<file path="config.mk">
export PLATFORM = sky130hd
export DESIGN_NAME = ppio_top
export DESIGN_NICKNAME = d
export VERILOG_FILES = /design/src/rtl/ppio_pkg.sv /design/src/rtl/ppio_cfg.sv /design/src/rtl/ppio_latch.sv /design/src/rtl/ppio_rdmux.sv /design/src/rtl/ppio_top.sv
export SDC_FILE = /design/constraint.sdc
export NUM_CORES = 1
export LEC_CHECK = 0
export BUFFER_PORTS_ARGS = -buffer_cell sky130_fd_sc_hd__buf_4
export CAP_MARGIN = 20
export CORE_MARGIN = 5
export CORE_UTILIZATION = 54
export CTS_BUF_LIST = sky130_fd_sc_hd__clkbuf_8
export CTS_CLUSTER_SIZE = 30
export DETAILED_ROUTE_END_ITERATION = 6
export GPL_TIMING_DRIVEN = 1
export PLACE_DENSITY = 0.88
export SETUP_SLACK_MARGIN = 0.05
export SLEW_MARGIN = 5
export SYNTH_ARGS = -nofsm -noshare
export SYNTH_HDL_FRONTEND = slang
export SYNTH_SLANG_ARGS = --single-unit
</file>
<file path="constraint.sdc">
create_clock -name clk -period 3.9 [get_ports clk]
set_input_delay 0.585 -clock clk [delete_from_list [all_inputs] [get_ports clk]]
set_output_delay 0.585 -clock clk [all_outputs]
set_load 0.05 [all_outputs]
</file>
<file path="src/rtl/ppio_pkg.sv">
package ppio_pkg;

    typedef enum logic [1:0] {
        SEL_A    = 2'd0,
        SEL_B    = 2'd1,
        SEL_C    = 2'd2,
        SEL_CTRL = 2'd3
    } reg_sel_e;

    // stored configuration, bit 7 of the control word is implied
    typedef struct packed {
        logic [1:0] a_mode;
        logic       a_in;
        logic       cu_in;
        logic       b_mode;
        logic       b_in;
        logic       cl_in;
    } cfg_t;

    localparam cfg_t CFG_RESET = '{a_mode: 2'b00, a_in: 1'b1, cu_in: 1'b1,
                                   b_mode: 1'b0, b_in: 1'b1, cl_in: 1'b1};

    localparam int CTRL_W   = 8;
    localparam int KIND_BIT = 7;

endpackage

</file>
<file path="src/rtl/ppio_cfg.sv">
module ppio_cfg
    import ppio_pkg::*;
#(
    parameter int PW = 8,
    localparam int SW = $clog2(PW)
) (
    input  logic              clk,
    input  logic              rst_n,
    input  logic              wr_ctrl,
    input  logic [CTRL_W-1:0] wdata,
    output cfg_t              cfg,
    output logic              mode_wr,
    output logic              bsr_wr,
    output logic [SW-1:0]     bsr_sel,
    output logic              bsr_val
);

    typedef struct packed {
        cfg_t cfg;
    } state_t;

    state_t cur_q, nxt_d;

    always_comb begin
        mode_wr = wr_ctrl &&  wdata[KIND_BIT];
        bsr_wr  = wr_ctrl && !wdata[KIND_BIT];
        bsr_sel = wdata[SW:1];
        bsr_val = wdata[0];
        nxt_d   = cur_q;
        if (mode_wr) begin
            nxt_d.cfg = cfg_t'(wdata[KIND_BIT-1:0]);
        end
    end

    always_ff @(posedge clk) begin
        if (!rst_n) begin
            cur_q.cfg <= CFG_RESET;
        end else begin
            cur_q <= nxt_d;
        end
    end

    assign cfg = cur_q.cfg;

    AST_BSR_KEEPS_CFG: assert property (@(posedge clk) disable iff (!rst_n)
        (wr_ctrl && !wdata[KIND_BIT]) |=> $stable(cur_q.cfg));

    AST_MODE_WORD_STORED: assert property (@(posedge clk) disable iff (!rst_n)
        (wr_ctrl && wdata[KIND_BIT]) |=> (cur_q.cfg == $past(wdata[KIND_BIT-1:0])));

endmodule

</file>
<file path="src/rtl/ppio_latch.sv">
module ppio_latch #(
    parameter int PW      = 8,
    parameter int HAS_BIT = 0,
    localparam int SW = $clog2(PW)
) (
    input  logic          clk,
    input  logic          rst_n,
    input  logic          clr,
    input  logic          ld,
    input  logic [PW-1:0] ld_data,
    input  logic          bit_en,
    input  logic [SW-1:0] bit_sel,
    input  logic          bit_val,
    output logic [PW-1:0] q
);

    typedef struct packed {
        logic [PW-1:0] q;
    } state_t;

    state_t        cur_q, nxt_d;
    logic          bit_go;
    logic [PW-1:0] bit_mask;

    generate
        if (HAS_BIT != 0) begin : g_bit
            assign bit_go   = bit_en;
            assign bit_mask = {{(PW-1){1'b0}}, 1'b1} << bit_sel;
        end else begin : g_nobit
            assign bit_go   = 1'b0;
            assign bit_mask = {PW{1'b0}};
        end
    endgenerate

    always_comb begin
        nxt_d = cur_q;
        if (clr) begin
            nxt_d.q = '0;
        end else if (ld) begin
            nxt_d.q = ld_data;
        end else if (bit_go) begin
            nxt_d.q = bit_val ? (cur_q.q | bit_mask) : (cur_q.q & ~bit_mask);
        end
    end

    always_ff @(posedge clk) begin
        if (!rst_n) begin
            cur_q.q <= '0;
        end else begin
            cur_q <= nxt_d;
        end
    end

    assign q = cur_q.q;

    AST_CLEAR_ZEROES: assert property (@(posedge clk) disable iff (!rst_n)
        clr |=> (q == '0));

    AST_SINGLE_BIT_CHANGE: assert property (@(posedge clk) disable iff (!rst_n)
        (bit_en && !clr && !ld) |=> ($countones(q ^ $past(q)) <= 1));

    AST_LOAD_TAKES: assert property (@(posedge clk) disable iff (!rst_n)
        (ld && !clr) |=> (q == $past(ld_data)));

endmodule

</file>
<file path="src/rtl/ppio_rdmux.sv">
module ppio_rdmux
    import ppio_pkg::*;
#(
    parameter int PW = 8,
    localparam int NIB = PW / 2
) (
    input  logic          clk,
    input  logic          rst_n,
    input  logic          rd_en,
    input  logic [1:0]    addr,
    input  cfg_t          cfg,
    input  logic [PW-1:0] la,
    input  logic [PW-1:0] lb,
    input  logic [PW-1:0] lc,
    input  logic [PW-1:0] pa_in,
    input  logic [PW-1:0] pb_in,
    input  logic [PW-1:0] pc_in,
    output logic [PW-1:0] rdata
);

    typedef struct packed {
        logic [PW-1:0] rdata;
    } state_t;

    state_t        cur_q, nxt_d;
    logic [PW-1:0] a_view, b_view, c_view, ctrl_view;

    always_comb begin
        a_view    = cfg.a_in ? pa_in : la;
        b_view    = cfg.b_in ? pb_in : lb;
        c_view    = {cfg.cu_in ? pc_in[PW-1:NIB] : lc[PW-1:NIB],
                     cfg.cl_in ? pc_in[NIB-1:0]  : lc[NIB-1:0]};
        ctrl_view = PW'({1'b1, cfg});
        nxt_d     = cur_q;
        if (rd_en) begin
            unique case (reg_sel_e'(addr))
                SEL_A:    nxt_d.rdata = a_view;
                SEL_B:    nxt_d.rdata = b_view;
                SEL_C:    nxt_d.rdata = c_view;
                SEL_CTRL: nxt_d.rdata = ctrl_view;
                default:  nxt_d.rdata = '0;
            endcase
        end
    end

    always_ff @(posedge clk) begin
        if (!rst_n) begin
            cur_q.rdata <= '0;
        end else begin
            cur_q <= nxt_d;
        end
    end

    assign rdata = cur_q.rdata;

    AST_RDATA_HOLDS: assert property (@(posedge clk) disable iff (!rst_n)
        !rd_en |=> $stable(rdata));

    AST_INPUT_READ_PINS: assert property (@(posedge clk) disable iff (!rst_n)
        (rd_en && addr == 2'd0 && cfg.a_in) |=> (rdata == $past(pa_in)));

endmodule

</file>
<file path="src/rtl/ppio_top.sv">
module ppio_top
    import ppio_pkg::*;
#(
    parameter int PW = 8,
    localparam int SW    = $clog2(PW),
    localparam int NIB   = PW / 2,
    localparam int NPORT = 3
) (
    input  logic          clk,
    input  logic          rst_n,
    input  logic [1:0]    addr,
    input  logic [7:0]    wdata,
    input  logic          wr_en,
    input  logic          rd_en,
    output logic [7:0]    rdata,
    input  logic [PW-1:0] pa_in,
    output logic [PW-1:0] pa_out,
    output logic [PW-1:0] pa_oe,
    input  logic [PW-1:0] pb_in,
    output logic [PW-1:0] pb_out,
    output logic [PW-1:0] pb_oe,
    input  logic [PW-1:0] pc_in,
    output logic [PW-1:0] pc_out,
    output logic [PW-1:0] pc_oe
);

    cfg_t          cfg;
    logic          mode_wr, bsr_wr, bsr_val;
    logic [SW-1:0] bsr_sel;
    logic          wr_ctrl;
    logic [PW-1:0] lat_q [NPORT];

    assign wr_ctrl = wr_en && (reg_sel_e'(addr) == SEL_CTRL);

    ppio_cfg #(.PW(PW)) cfg_i (
        .clk(clk), .rst_n(rst_n), .wr_ctrl(wr_ctrl), .wdata(wdata),
        .cfg(cfg), .mode_wr(mode_wr), .bsr_wr(bsr_wr),
        .bsr_sel(bsr_sel), .bsr_val(bsr_val)
    );

    generate
        for (genvar gi = 0; gi < NPORT; gi++) begin : g_port
            ppio_latch #(.PW(PW), .HAS_BIT((gi == 2) ? 1 : 0)) lat_i (
                .clk(clk), .rst_n(rst_n),
                .clr(mode_wr),
                .ld(wr_en && (addr == 2'(gi))),
                .ld_data(wdata[PW-1:0]),
                .bit_en(bsr_wr),
                .bit_sel(bsr_sel),
                .bit_val(bsr_val),
                .q(lat_q[gi])
            );
        end
    endgenerate

    assign pa_out = lat_q[0];
    assign pb_out = lat_q[1];
    assign pc_out = lat_q[2];
    assign pa_oe  = {PW{~cfg.a_in}};
    assign pb_oe  = {PW{~cfg.b_in}};
    assign pc_oe  = {{NIB{~cfg.cu_in}}, {NIB{~cfg.cl_in}}};

    ppio_rdmux #(.PW(PW)) rd_i (
        .clk(clk), .rst_n(rst_n), .rd_en(rd_en), .addr(addr), .cfg(cfg),
        .la(lat_q[0]), .lb(lat_q[1]), .lc(lat_q[2]),
        .pa_in(pa_in), .pb_in(pb_in), .pc_in(pc_in),
        .rdata(rdata)
    );

    AST_DIR_A_FROM_WORD: assert property (@(posedge clk) disable iff (!rst_n)
        (wr_ctrl && wdata[7]) |=> (pa_oe == {PW{~$past(wdata[4])}}));

    AST_BSR_SPARES_AB: assert property (@(posedge clk) disable iff (!rst_n)
        (wr_ctrl && !wdata[7]) |=> ($stable(pa_out) && $stable(pb_out)));

    AST_BSR_OE_STEADY: assert property (@(posedge clk) disable iff (!rst_n)
        (wr_ctrl && !wdata[7]) |=> $stable(pc_oe));

    AST_MODE_CLEARS_ALL: assert property (@(posedge clk) disable iff (!rst_n)
        (wr_ctrl && wdata[7]) |=> (pa_out == '0 && pb_out == '0 && pc_out == '0));

endmodule

</file>
Word-level counts from Yosys, hierarchy flattened
Index checks and enable logic that the tools add are counted.
W data, S select, Z words.
{"block": "word_totals", "elab_cells": 40, "n_memories": 0, "reg_bits": 39, "inputBits": 38, "output_inout_bits": 56, "latch_bits": 0, "mem_bits_rw": 0, "romBits": 0}
{"block": "classes", "add_sub_neg": 0, "n_reduce_logical": 10, "multipliers": 0, "div": 0, "bitwise": 8, "n_lt_le_gt_ge": 0, "n_shift": 1, "eq_ne": 3, "mux": 8}
{"cell": "$mux W8", "n": 5}
{"cell": "$pmux W8 S4", "n": 1}
{"cell": "$and A8 B8 Y8", "n": 1}
{"cell": "$mux W4", "n": 2}
{"cell": "$not A8 Y8", "n": 1}
{"cell": "$or A8 B8 Y8", "n": 1}
{"cell": "$shl A1 B3 Y8 const A", "n": 1}
{"cell": "$logic_and A1 B1 Y1", "n": 6}
{"cell": "$not A1 Y1", "n": 5}
{"cell": "$eq A2 B2 Y1 const B", "n": 2}
{"cell": "$eq A2 B1 Y1 const B", "n": 1}
{"cell": "$logic_not A2 Y1", "n": 1}
{"cell": "$reduce_bool A2 Y1", "n": 1}
{"cell": "$reduce_or A2 Y1", "n": 1}
{"cell": "$logic_not A1 Y1", "n": 1}

Logic depth before layout (Yosys ltp)
Gate-level depths: netlist (run 1).
{"block": "logic_depth", "depth_word": 6, "depth_mapped": 7, "ltp_nobuf": 4}

By module
Synthesis (run 1) repeated with hierarchy kept, for this count alone.
{"block": "hier_totals", "hier_cells": 260, "area_unflattened_um2": 2321.0}
{"mod": "ppio_rdmux", "cells_each": 95, "area_each_um2": 740.7, "n_inst": 1, "seq_area_each_um2": 160.2}
{"mod": "ppio_latch (g_port[0].lat_i ...)", "cells_each": 27, "area_each_um2": 292.8, "n_inst": 2, "seq_area_each_um2": 160.2}
{"mod": "ppio_latch (g_port[2].lat_i)", "cells_each": 45, "area_each_um2": 430.4, "n_inst": 1, "seq_area_each_um2": 160.2}
{"mod": "ppio_cfg", "cells_each": 38, "area_each_um2": 361.6, "n_inst": 1, "seq_area_each_um2": 140.1}
{"mod": "ppio_top", "cells_each": 28, "area_each_um2": 202.7, "n_inst": 1, "seq_area_each_um2": 0.0}

Least setup slack after synthesis (run 1)
No wires, ideal clock.
{"block": "synth_path", "path_type": "flip-flop to output port", "from": "reg, netlist name cfg_i.cfg[4]", "to": "out pa_oe[1]", "n_path_buf": 2, "required_ns": 3.315, "slack_ns": 2.085, "path_stages_with_launch": 4, "arrival_ns": 1.230, "cell_sequence": "dfxtp_1 -> buf_2 -> inv_1 -> buf_4"}
{"block": "synth_between", "elab_chain_len": 1}
{"element": "$not A1 Y1", "line": "ppio_top.sv:59", "text": "assign pa_oe = {PW{~cfg.a_in}};"}
{"element": "to (decl)", "line": "ppio_top.sv:18", "text": "output logic [PW-1:0] pa_oe,"}
Every way passes these cells.

Worst setup path in the final report (run 1)
{"block": "layout_path", "from": "reg, netlist name cfg_i.cfg[4]", "to": "out pa_oe[7]"}
{"block": "layout_between", "elab_chain_len": 1}
{"element": "$not A1 Y1", "line": "ppio_top.sv:59"}
Every way passes these cells.

==> flow_results.xml, run 1 <==
<?xml version="1.0" encoding="UTF-8"?>
<metrics>
  <group name="outcome">
    <metric name="outcome" unit="">finished clean</metric>
  </group>
  <group name="timing">
    <metric name="timing.final.setup_violations" unit="">0</metric>
    <metric name="transition_at_the_pin_with_the_smallest_max_transition_slack" unit="ns">0.5101</metric>
    <metric name="grt_setup_unrepaired" unit="">false</metric>
    <metric name="min_period" unit="ns">2.106</metric>
    <metric name="maxSlewHeadroom" unit="%">65.95</metric>
    <metric name="final-hold-violation-count" unit="">0</metric>
    <metric name="layout_worst_path_cycle_share" unit="%">54.00</metric>
    <metric name="setup_tns" unit="ns">0</metric>
    <metric name="slew_violations" unit="">0</metric>
    <metric name="worst_clock_skew" unit="ns">0.006296</metric>
    <metric name="achievable-frequency" unit="GHz">0.4749</metric>
  </group>
  <group name="cts">
    <metric name="clock_path_buffers" unit="">2</metric>
    <metric name="ctsRootBufferMaster" unit="">clkbuf_8</metric>
    <metric name="cts_setup_buffers" unit="">0</metric>
    <metric name="hold_buffers" unit="">0</metric>
    <metric name="postCtsResizedCells" unit="">0</metric>
    <metric name="tritoncts" unit="">done</metric>
    <metric name="clock_pin_slew_on_the_worst_setup_and_hold_paths" unit="ns">0.08</metric>
    <metric name="cts.htree.levels" unit="">2</metric>
    <metric name="worstSkewPairLatency" unit="ns">0.29</metric>
    <metric name="number_of_cts_inserted_buffers" unit="">5</metric>
    <metric name="cts_num_sinks" unit="">39</metric>
  </group>
  <group name="synth">
    <metric name="syn-instance-count" unit="">270</metric>
    <metric name="share_of_synthesized_registers_carrying_an_async_set_or_reset" unit="%">0</metric>
    <metric name="synth-edff-count" unit="">0</metric>
    <metric name="synth_flop_cell" unit="">dfxtp_1</metric>
    <metric name="synthesis.area_per_instance" unit="um2">8.531</metric>
    <metric name="seq_area_frac_synth" unit="%">33.89</metric>
    <metric name="yosys.cell_types.count" unit="">42</metric>
    <metric name="syn_nets" unit="">308</metric>
    <metric name="cell_area_after_technology_mapping" unit="um2">2303</metric>
    <metric name="synth_warnings" unit="">0</metric>
    <metric name="postSynthRegisterBits" unit="">39</metric>
  </group>
  <group name="route">
    <metric name="drt_iter0_drc" unit="">127</metric>
    <metric name="ant_nets" unit="">0</metric>
    <metric name="detail_route.wl_per_cell" unit="um">16.88</metric>
    <metric name="vias_per_instance" unit="">5.671</metric>
    <metric name="post-route-drc-count" unit="">0</metric>
    <metric name="num_vias" unit="">2155</metric>
    <metric name="routed_wl" unit="um">6413</metric>
    <metric name="drt-pass1-iter-count" unit="">4</metric>
  </group>
  <group name="setup_path">
    <metric name="setup.reg_to_reg.worst_slack" unit="ns">2.31</metric>
    <metric name="worst_r2r_endpoint" unit="">rd_i.rdata[4]</metric>
    <metric name="endpoint" unit="">pa_oe[7]</metric>
    <metric name="setup.worst_path.start_class" unit="">register</metric>
    <metric name="setup.worst_path.class" unit="">reg2out</metric>
    <metric name="worst-r2r-cell-count" unit="">4</metric>
    <metric name="worst-path-max-fanout" unit="">12</metric>
    <metric name="critical_path_arrival" unit="ns">1.52</metric>
    <metric name="worst_setup_path_startpoint" unit="">cfg_i.cfg[4]</metric>
    <metric name="crit-reg2reg-launch" unit="">cfg_i.cfg[1]</metric>
    <metric name="worstPathRequired" unit="ns">3.31</metric>
    <metric name="timing.critical_path.to_type" unit="">output pin</metric>
  </group>
  <group name="global_routing">
    <metric name="first_global_vias" unit="">2026</metric>
    <metric name="largest_net_degree_at_the_start_of_global_routing" unit="">28</metric>
    <metric name="grt_first_pass_wirelength" unit="um">9770</metric>
    <metric name="gr-total-overflow" unit="">0</metric>
    <metric name="grtUsageTotal" unit="%">22.98</metric>
    <metric name="grt_antenna_before_repair" unit="">0</metric>
  </group>
  <group name="die">
    <metric name="placement_rows" unit="">23</metric>
    <metric name="die-area" unit="um2">5672</metric>
    <metric name="design.portCount" unit="">94</metric>
    <metric name="start_util" unit="%">56.77</metric>
    <metric name="area_of_the_core" unit="um2">4058</metric>
    <metric name="die_width" unit="um">75.31</metric>
    <metric name="die_h" unit="um">75.31</metric>
  </group>
  <group name="final_layout">
    <metric name="area_growth_syn_to_layout" unit="%">25.04</metric>
    <metric name="drive_gt1_share" unit="%">33.33</metric>
    <metric name="num-nets-final" unit="">367</metric>
    <metric name="diodes" unit="">0</metric>
  </group>
  <group name="power">
    <metric name="total_leakage_power" unit="nW">1.451</metric>
    <metric name="power_per_unit_of_standard_cell_area" unit="nW/um2">329.5</metric>
    <metric name="finalPower" unit="mW">0.9491</metric>
    <metric name="ir_drop" unit="mV">0.2091</metric>
  </group>
  <group name="placement">
    <metric name="numPortBuffers" unit="">93</metric>
    <metric name="gp_congestion" unit="">0.9176</metric>
    <metric name="dpl.hpwl" unit="um">4887</metric>
  </group>
  <group name="worst_hold_path">
    <metric name="worstHoldPathType" unit="">reg2reg</metric>
  </group>
  <group name="flow_run">
    <metric name="max_cap_violations" unit="">0</metric>
  </group>
</metrics>
==> layout make-up <==
class	count	area [um2]
well taps	50	62.56
repair buffers	93	698.2
fillers	307	1177
clock buffers	5	68.82
clock inverters	3	12.51
inverters	7	26.28
flip-flops and latches	39	780.7
multi-input cells	183	1231
==> kinds of logic after synthesis <==
kind of cell	count (synthesis)	synth area share, %
AND/OR/NAND/NOR	84	19.56
AO/OA/AOI/OAI	59	16.40
buffers and inverters	48	12.66
multiplexers	40	17.49
flip-flops	39	33.89
==> worst max-delay path, cell delays in order, from the launching register on <==
cell and delay (ns):
dfxtp_1 0.64, inv_1 0.30, buf_4 0.27
==> metal layers <==
layer / share of wire [%] / GRT usage, % / wire (um) / vias to the layer above
li1: - / - / - / 1035
met1: 40 / 30.36 / 2551 / 998
met2: 46 / 36.43 / 2932 / 112
met3: 13 / 5.673 / 822 / 10
met4: 1.7 / 8.544 / 107 / 0
met5: 0 / 0 / 0 / -
==> how the worst min path moves through the flow <==
stage | from | endpoint | depth (start not counted)
final | cfg_i.cfg[2] | cfg_i.cfg[2] | 2
after global routing | cfg_i.cfg[6] | cfg_i.cfg[6] | 2
after CTS | cfg_i.cfg[2] | cfg_i.cfg[2] | 2
after detailed placement | cfg_i.cfg[6] | cfg_i.cfg[6] | 2
after global placement | cfg_i.cfg[6] | cfg_i.cfg[6] | 2
after floorplan | cfg_i.cfg[2] | cfg_i.cfg[2] | 2
==> power by group <==
part | leakage [nW] | switching, mW | total, mW | internal, mW
combinational | 1.08 | 0.169 | 0.260 | 0.0916
clock | 0.0505 | 0.138 | 0.258 | 0.120
sequential | 0.319 | 0.0152 | 0.431 | 0.416
total | 1.45 | 0.322 | 0.949 | 0.628
==> placed cells by master, fill, tap and decap left out, types with 3 or more instances in the layout <==
cell	count
buf_4	93
dfxtp_1	39
mux2i_1	38
nor2_1	38
o21ai_0	20
nand2_1	18
a21oi_1	13
inv_1	9
nor2b_1	5
a211oi_1	5
clkbuf_8	5
o211ai_1	4
o221ai_1	4
nor3b_1	4
nor3_1	4
a21boi_0	3
==> through the flow <==
stage / worst slack (ns) / std cells / hold slack, ns / util [%] / area (um2)
6_report: 1.794 / 380 / 0.4873 / 70.98 / 2880
5_1_grt: 1.674 / 380 / 0.5096 / 70.98 / 2880
4_1_cts: 1.786 / 380 / 0.4850 / 70.98 / 2880
3_5_place_dp: 2.036 / 372 / 0.4720 / 68.98 / 2799
3_3_place_gp: 2.091 / 372 / 0.4667 / 68.98 / 2799
2_1_floorplan: 2.085 / 270 / 0.4437 / - / 2303
==> synth_stat cells, drive strengths merged (3+ instances only) <==
library cell	n	share of area (%)
mux2i	38	17
a211oi	5	1.6
nand2	20	3.5
a21oi	13	2.8
nor2	39	7.1
dfxtp	39	34
o21ai	20	4.3
nor3	4	0.87
clkbuf	4	0.65
nor3b	4	1.3
nor2b	5	1.4
buf	37	11
a21boi	3	0.98
inv	7	1.1
o221ai	4	1.5
o211ai	4	1.3
(Power assumes the default switching activity.)
==> run 2: changes to the inputs <==
Settings changed: ABC_AREA from default to 1, CORE_UTILIZATION 54 to 50, PLACE_DENSITY 0.88 to 0.82.
Clock period 3.9 ns to 2.19 ns, I/O delays scaled along.
==> flow_results.xml, run 2 <==
<?xml version="1.0" encoding="UTF-8"?>
<metrics>
  <group name="setup_path">
    <metric name="timing.critical_path.to_type" unit="">output pin</metric>
    <metric name="crit-reg2reg-launch" unit="">cfg_i.cfg[4]</metric>
    <metric name="critical_path.max_stage_delay" unit="ns">0.48</metric>
    <metric name="slowest_cell_on_crit_path" unit="">dfxtp_1</metric>
    <metric name="timing.critical_path.cells" unit="">clkinv_1 -&gt; buf_4</metric>
    <metric name="worstPathRequired" unit="ns">1.86</metric>
    <metric name="worst-r2r-cell-count" unit="">5</metric>
    <metric name="setup.reg_to_reg.worst_slack" unit="ns">0.65</metric>
    <metric name="worst-path-max-fanout" unit="">17</metric>
    <metric name="worst_r2r_endpoint" unit="">rd_i.rdata[4]</metric>
    <metric name="setup.worst_path.start_class" unit="">register</metric>
    <metric name="critical_path_arrival" unit="ns">1.57</metric>
    <metric name="setup.worst_path.class" unit="">reg2out</metric>
  </group>
  <group name="placement">
    <metric name="placedInstanceArea" unit="um2">2867</metric>
    <metric name="dpl.hpwl" unit="um">5393</metric>
    <metric name="numPortBuffers" unit="">93</metric>
    <metric name="place_ws" unit="ns">0.5423</metric>
    <metric name="gp_congestion" unit="">0.9747</metric>
  </group>
  <group name="cts">
    <metric name="hold_buffers" unit="">0</metric>
    <metric name="tritoncts" unit="">done</metric>
    <metric name="cts_setup_buffers" unit="">0</metric>
    <metric name="cts_num_sinks" unit="">39</metric>
    <metric name="clock_pin_slew_on_the_worst_setup_and_hold_paths" unit="ns">0.08</metric>
    <metric name="number_of_cts_inserted_buffers" unit="">5</metric>
    <metric name="clock_path_buffers" unit="">2</metric>
    <metric name="cts.htree.levels" unit="">2</metric>
    <metric name="worstSkewPairLatency" unit="ns">0.30</metric>
    <metric name="ctsRootBufferMaster" unit="">clkbuf_8</metric>
    <metric name="postCtsResizedCells" unit="">0</metric>
  </group>
  <group name="route">
    <metric name="routed_wl" unit="um">6908</metric>
    <metric name="num_vias" unit="">2614</metric>
    <metric name="routedLengthMet1" unit="um">2881</metric>
    <metric name="ant_nets" unit="">0</metric>
    <metric name="detail_route.wl_per_cell" unit="um">13.76</metric>
    <metric name="post-route-drc-count" unit="">0</metric>
    <metric name="vias_per_instance" unit="">5.207</metric>
    <metric name="drt-pass1-iter-count" unit="">5</metric>
    <metric name="drt_iter0_drc" unit="">168</metric>
    <metric name="wl_met2" unit="um">3122</metric>
    <metric name="detail_route_met3_wl" unit="um">683</metric>
    <metric name="highest_layer" unit="">met4</metric>
  </group>
  <group name="final_layout">
    <metric name="num-nets-final" unit="">487</metric>
    <metric name="diodes" unit="">0</metric>
    <metric name="most_frequent_cells_in_the_layout" unit="">130 x nand2_1, 93 x buf_4, 40 x inv_1, 40 x o21ai_0, 39 x dfxtp_1</metric>
    <metric name="drive_gt1_share" unit="%">24.44</metric>
    <metric name="most_common_cell_after_layout_fill_and_taps_aside" unit="">nand2_1</metric>
    <metric name="finish.instance_area" unit="um2">2979</metric>
    <metric name="area_growth_syn_to_layout" unit="%">29.33</metric>
    <metric name="layout.filler_cells" unit="">409</metric>
  </group>
  <group name="timing">
    <metric name="min_period" unit="ns">1.903</metric>
    <metric name="timing.final.setup_violations" unit="">0</metric>
    <metric name="whs" unit="ns">0.3129</metric>
    <metric name="worst_clock_skew" unit="ns">0.008050</metric>
    <metric name="achievable-frequency" unit="GHz">0.5254</metric>
    <metric name="grt_setup_unrepaired" unit="">false</metric>
    <metric name="layout_worst_path_cycle_share" unit="%">86.90</metric>
    <metric name="final-hold-violation-count" unit="">0</metric>
    <metric name="final.setup.worst_slack" unit="ns">0.2868</metric>
    <metric name="slew_violations" unit="">0</metric>
    <metric name="setup_tns" unit="ns">0</metric>
    <metric name="maxSlewHeadroom" unit="%">65.37</metric>
    <metric name="transition_at_the_pin_with_the_smallest_max_transition_slack" unit="ns">0.5189</metric>
  </group>
  <group name="synth">
    <metric name="yosys-top-cells-count" unit="">130 x nand2_1, 40 x inv_1, 40 x o21ai_0, 39 x dfxtp_1, 37 x nor2_1</metric>
    <metric name="syn_nets" unit="">418</metric>
    <metric name="postSynthRegisterBits" unit="">39</metric>
    <metric name="share_of_synthesized_registers_carrying_an_async_set_or_reset" unit="%">0</metric>
    <metric name="synth-edff-count" unit="">0</metric>
    <metric name="post-synth-top-area-fraction" unit="%">33.89</metric>
    <metric name="area_leader_netlist" unit="">dfxtp_1</metric>
    <metric name="syn-instance-count" unit="">380</metric>
    <metric name="yosys.cell_types.count" unit="">21</metric>
    <metric name="synth.top_cells.by_area" unit="">dfxtp_1 34%, nand2_1 21%, o21ai_0 8.7%</metric>
    <metric name="synth_warnings" unit="">0</metric>
    <metric name="seq_area_frac_synth" unit="%">33.89</metric>
    <metric name="synthesis.area_per_instance" unit="um2">6.062</metric>
    <metric name="synth_flop_cell" unit="">dfxtp_1</metric>
    <metric name="cell_area_after_technology_mapping" unit="um2">2303</metric>
    <metric name="yosysMostFrequentCell" unit="">nand2_1</metric>
  </group>
  <group name="worst_hold_path">
    <metric name="hold_depth" unit="">3</metric>
    <metric name="worstHoldStart" unit="">wdata[4]</metric>
    <metric name="min_to" unit="">cfg_i.cfg[4]</metric>
    <metric name="worstHoldPathType" unit="">in2reg</metric>
  </group>
  <group name="outcome">
    <metric name="outcome" unit="">finished clean</metric>
  </group>
  <group name="global_routing">
    <metric name="gr-total-overflow" unit="">0</metric>
    <metric name="grt_antenna_before_repair" unit="">0</metric>
    <metric name="grt_first_pass_wirelength" unit="um">11360</metric>
    <metric name="grtUsageTotal" unit="%">23.08</metric>
    <metric name="largest_net_degree_at_the_start_of_global_routing" unit="">18</metric>
    <metric name="first_global_vias" unit="">2402</metric>
  </group>
  <group name="die">
    <metric name="area_of_the_core" unit="um2">4414</metric>
    <metric name="die-area" unit="um2">6065</metric>
    <metric name="start_util" unit="%">52.18</metric>
    <metric name="placement_rows" unit="">24</metric>
    <metric name="die_width" unit="um">77.88</metric>
    <metric name="die_h" unit="um">77.88</metric>
    <metric name="design.portCount" unit="">94</metric>
  </group>
  <group name="power">
    <metric name="power_per_unit_of_standard_cell_area" unit="nW/um2">609.2</metric>
    <metric name="ir_drop" unit="mV">0.2973</metric>
    <metric name="finalPower" unit="mW">1.815</metric>
    <metric name="total_leakage_power" unit="nW">1.632</metric>
  </group>
  <group name="flow_run">
    <metric name="max_cap_violations" unit="">0</metric>
  </group>
</metrics>
-- run 2: changes by cell type in the layout (fill, tap and decap cells not counted), moves of 4 or more --
cell	before	now
a21oi_1	13	17
inv_1	9	40
mux2i_1	38	0
nand3_1	0	27
o21ai_0	20	40
o221ai_1	4	0
nor3b_1	4	0
nor2b_1	5	0
a211oi_1	5	1
nand2_1	18	130
nor3_1	4	0
-- run 2: logic make-up (layout without fill, tap and decap cells) --
group	Yosys count	in the layout	share of synthesized area, %
buffers and inverters	75	145	15.86
AOI/OAI and AO/OA	62	62	14.01
DFF	39	39	33.89
and+or+nand+nor	204	204	36.23
-- run 2: worst max-delay path by stage --
| stage | startpoint | end | slack [ns] |
|---|---|---|---|
| 2_1_floorplan | cfg_i.cfg[4] | pa_oe[1] | 0.46 |
| 3_3_place_gp | addr[0] | g_port[0].lat_i.q[0] | 0.57 |
| 3_5_place_dp | wr_en | g_port[0].lat_i.q[6] | 0.54 |
| 4_1_cts | cfg_i.cfg[4] | pa_oe[7] | 0.27 |
| 5_1_grt | cfg_i.cfg[4] | pa_oe[2] | 0.12 |
| 6_report | cfg_i.cfg[4] | pa_oe[0] | 0.29 |
-- run 2: critical path: cells and delay by family, from the launching register on --
kind,cells,cell delay (ns)
buffers and inverters,2,0.79
flip-flops,1,0.48
-- run 2: layout make-up --
cell class / count / area, um2 / share of cell area [%]
Sequential cell: 39 / 780.7 / 26.21
Inverter: 44 / 165.2 / 5.544
Tap cell: 52 / 65.06 / 2.184
Timing Repair Buffer: 93 / 698.2 / 23.44
Clock inverter: 3 / 43.79 / 1.470
Multi-Input combinational cell: 266 / 1157 / 38.85
Clock buffer: 5 / 68.82 / 2.310
-- run 2: power breakdown --
part	switching, mW	leakage (nW)	internal [mW]
logic	0.306	1.26	0.148
clock network	0.259	0.0581	0.339
registers	0.0238	0.318	0.739
-- run 2: layer usage --
metal | vias up | GRT usage, %
li1 | 1308 | -
met1 | 1144 | 30.17
met2 | 139 | 35.64
met3 | 23 | 6.019
met4 | 0 | 10.14
met5 | - | 0
-- run 2: through the flow --
step	cells	util, %
2_1_floorplan	380	-
5_1_grt	502	67.49
6_report	502	67.49
4_1_cts	502	67.49
3_5_place_dp	494	64.94
3_3_place_gp	494	64.94
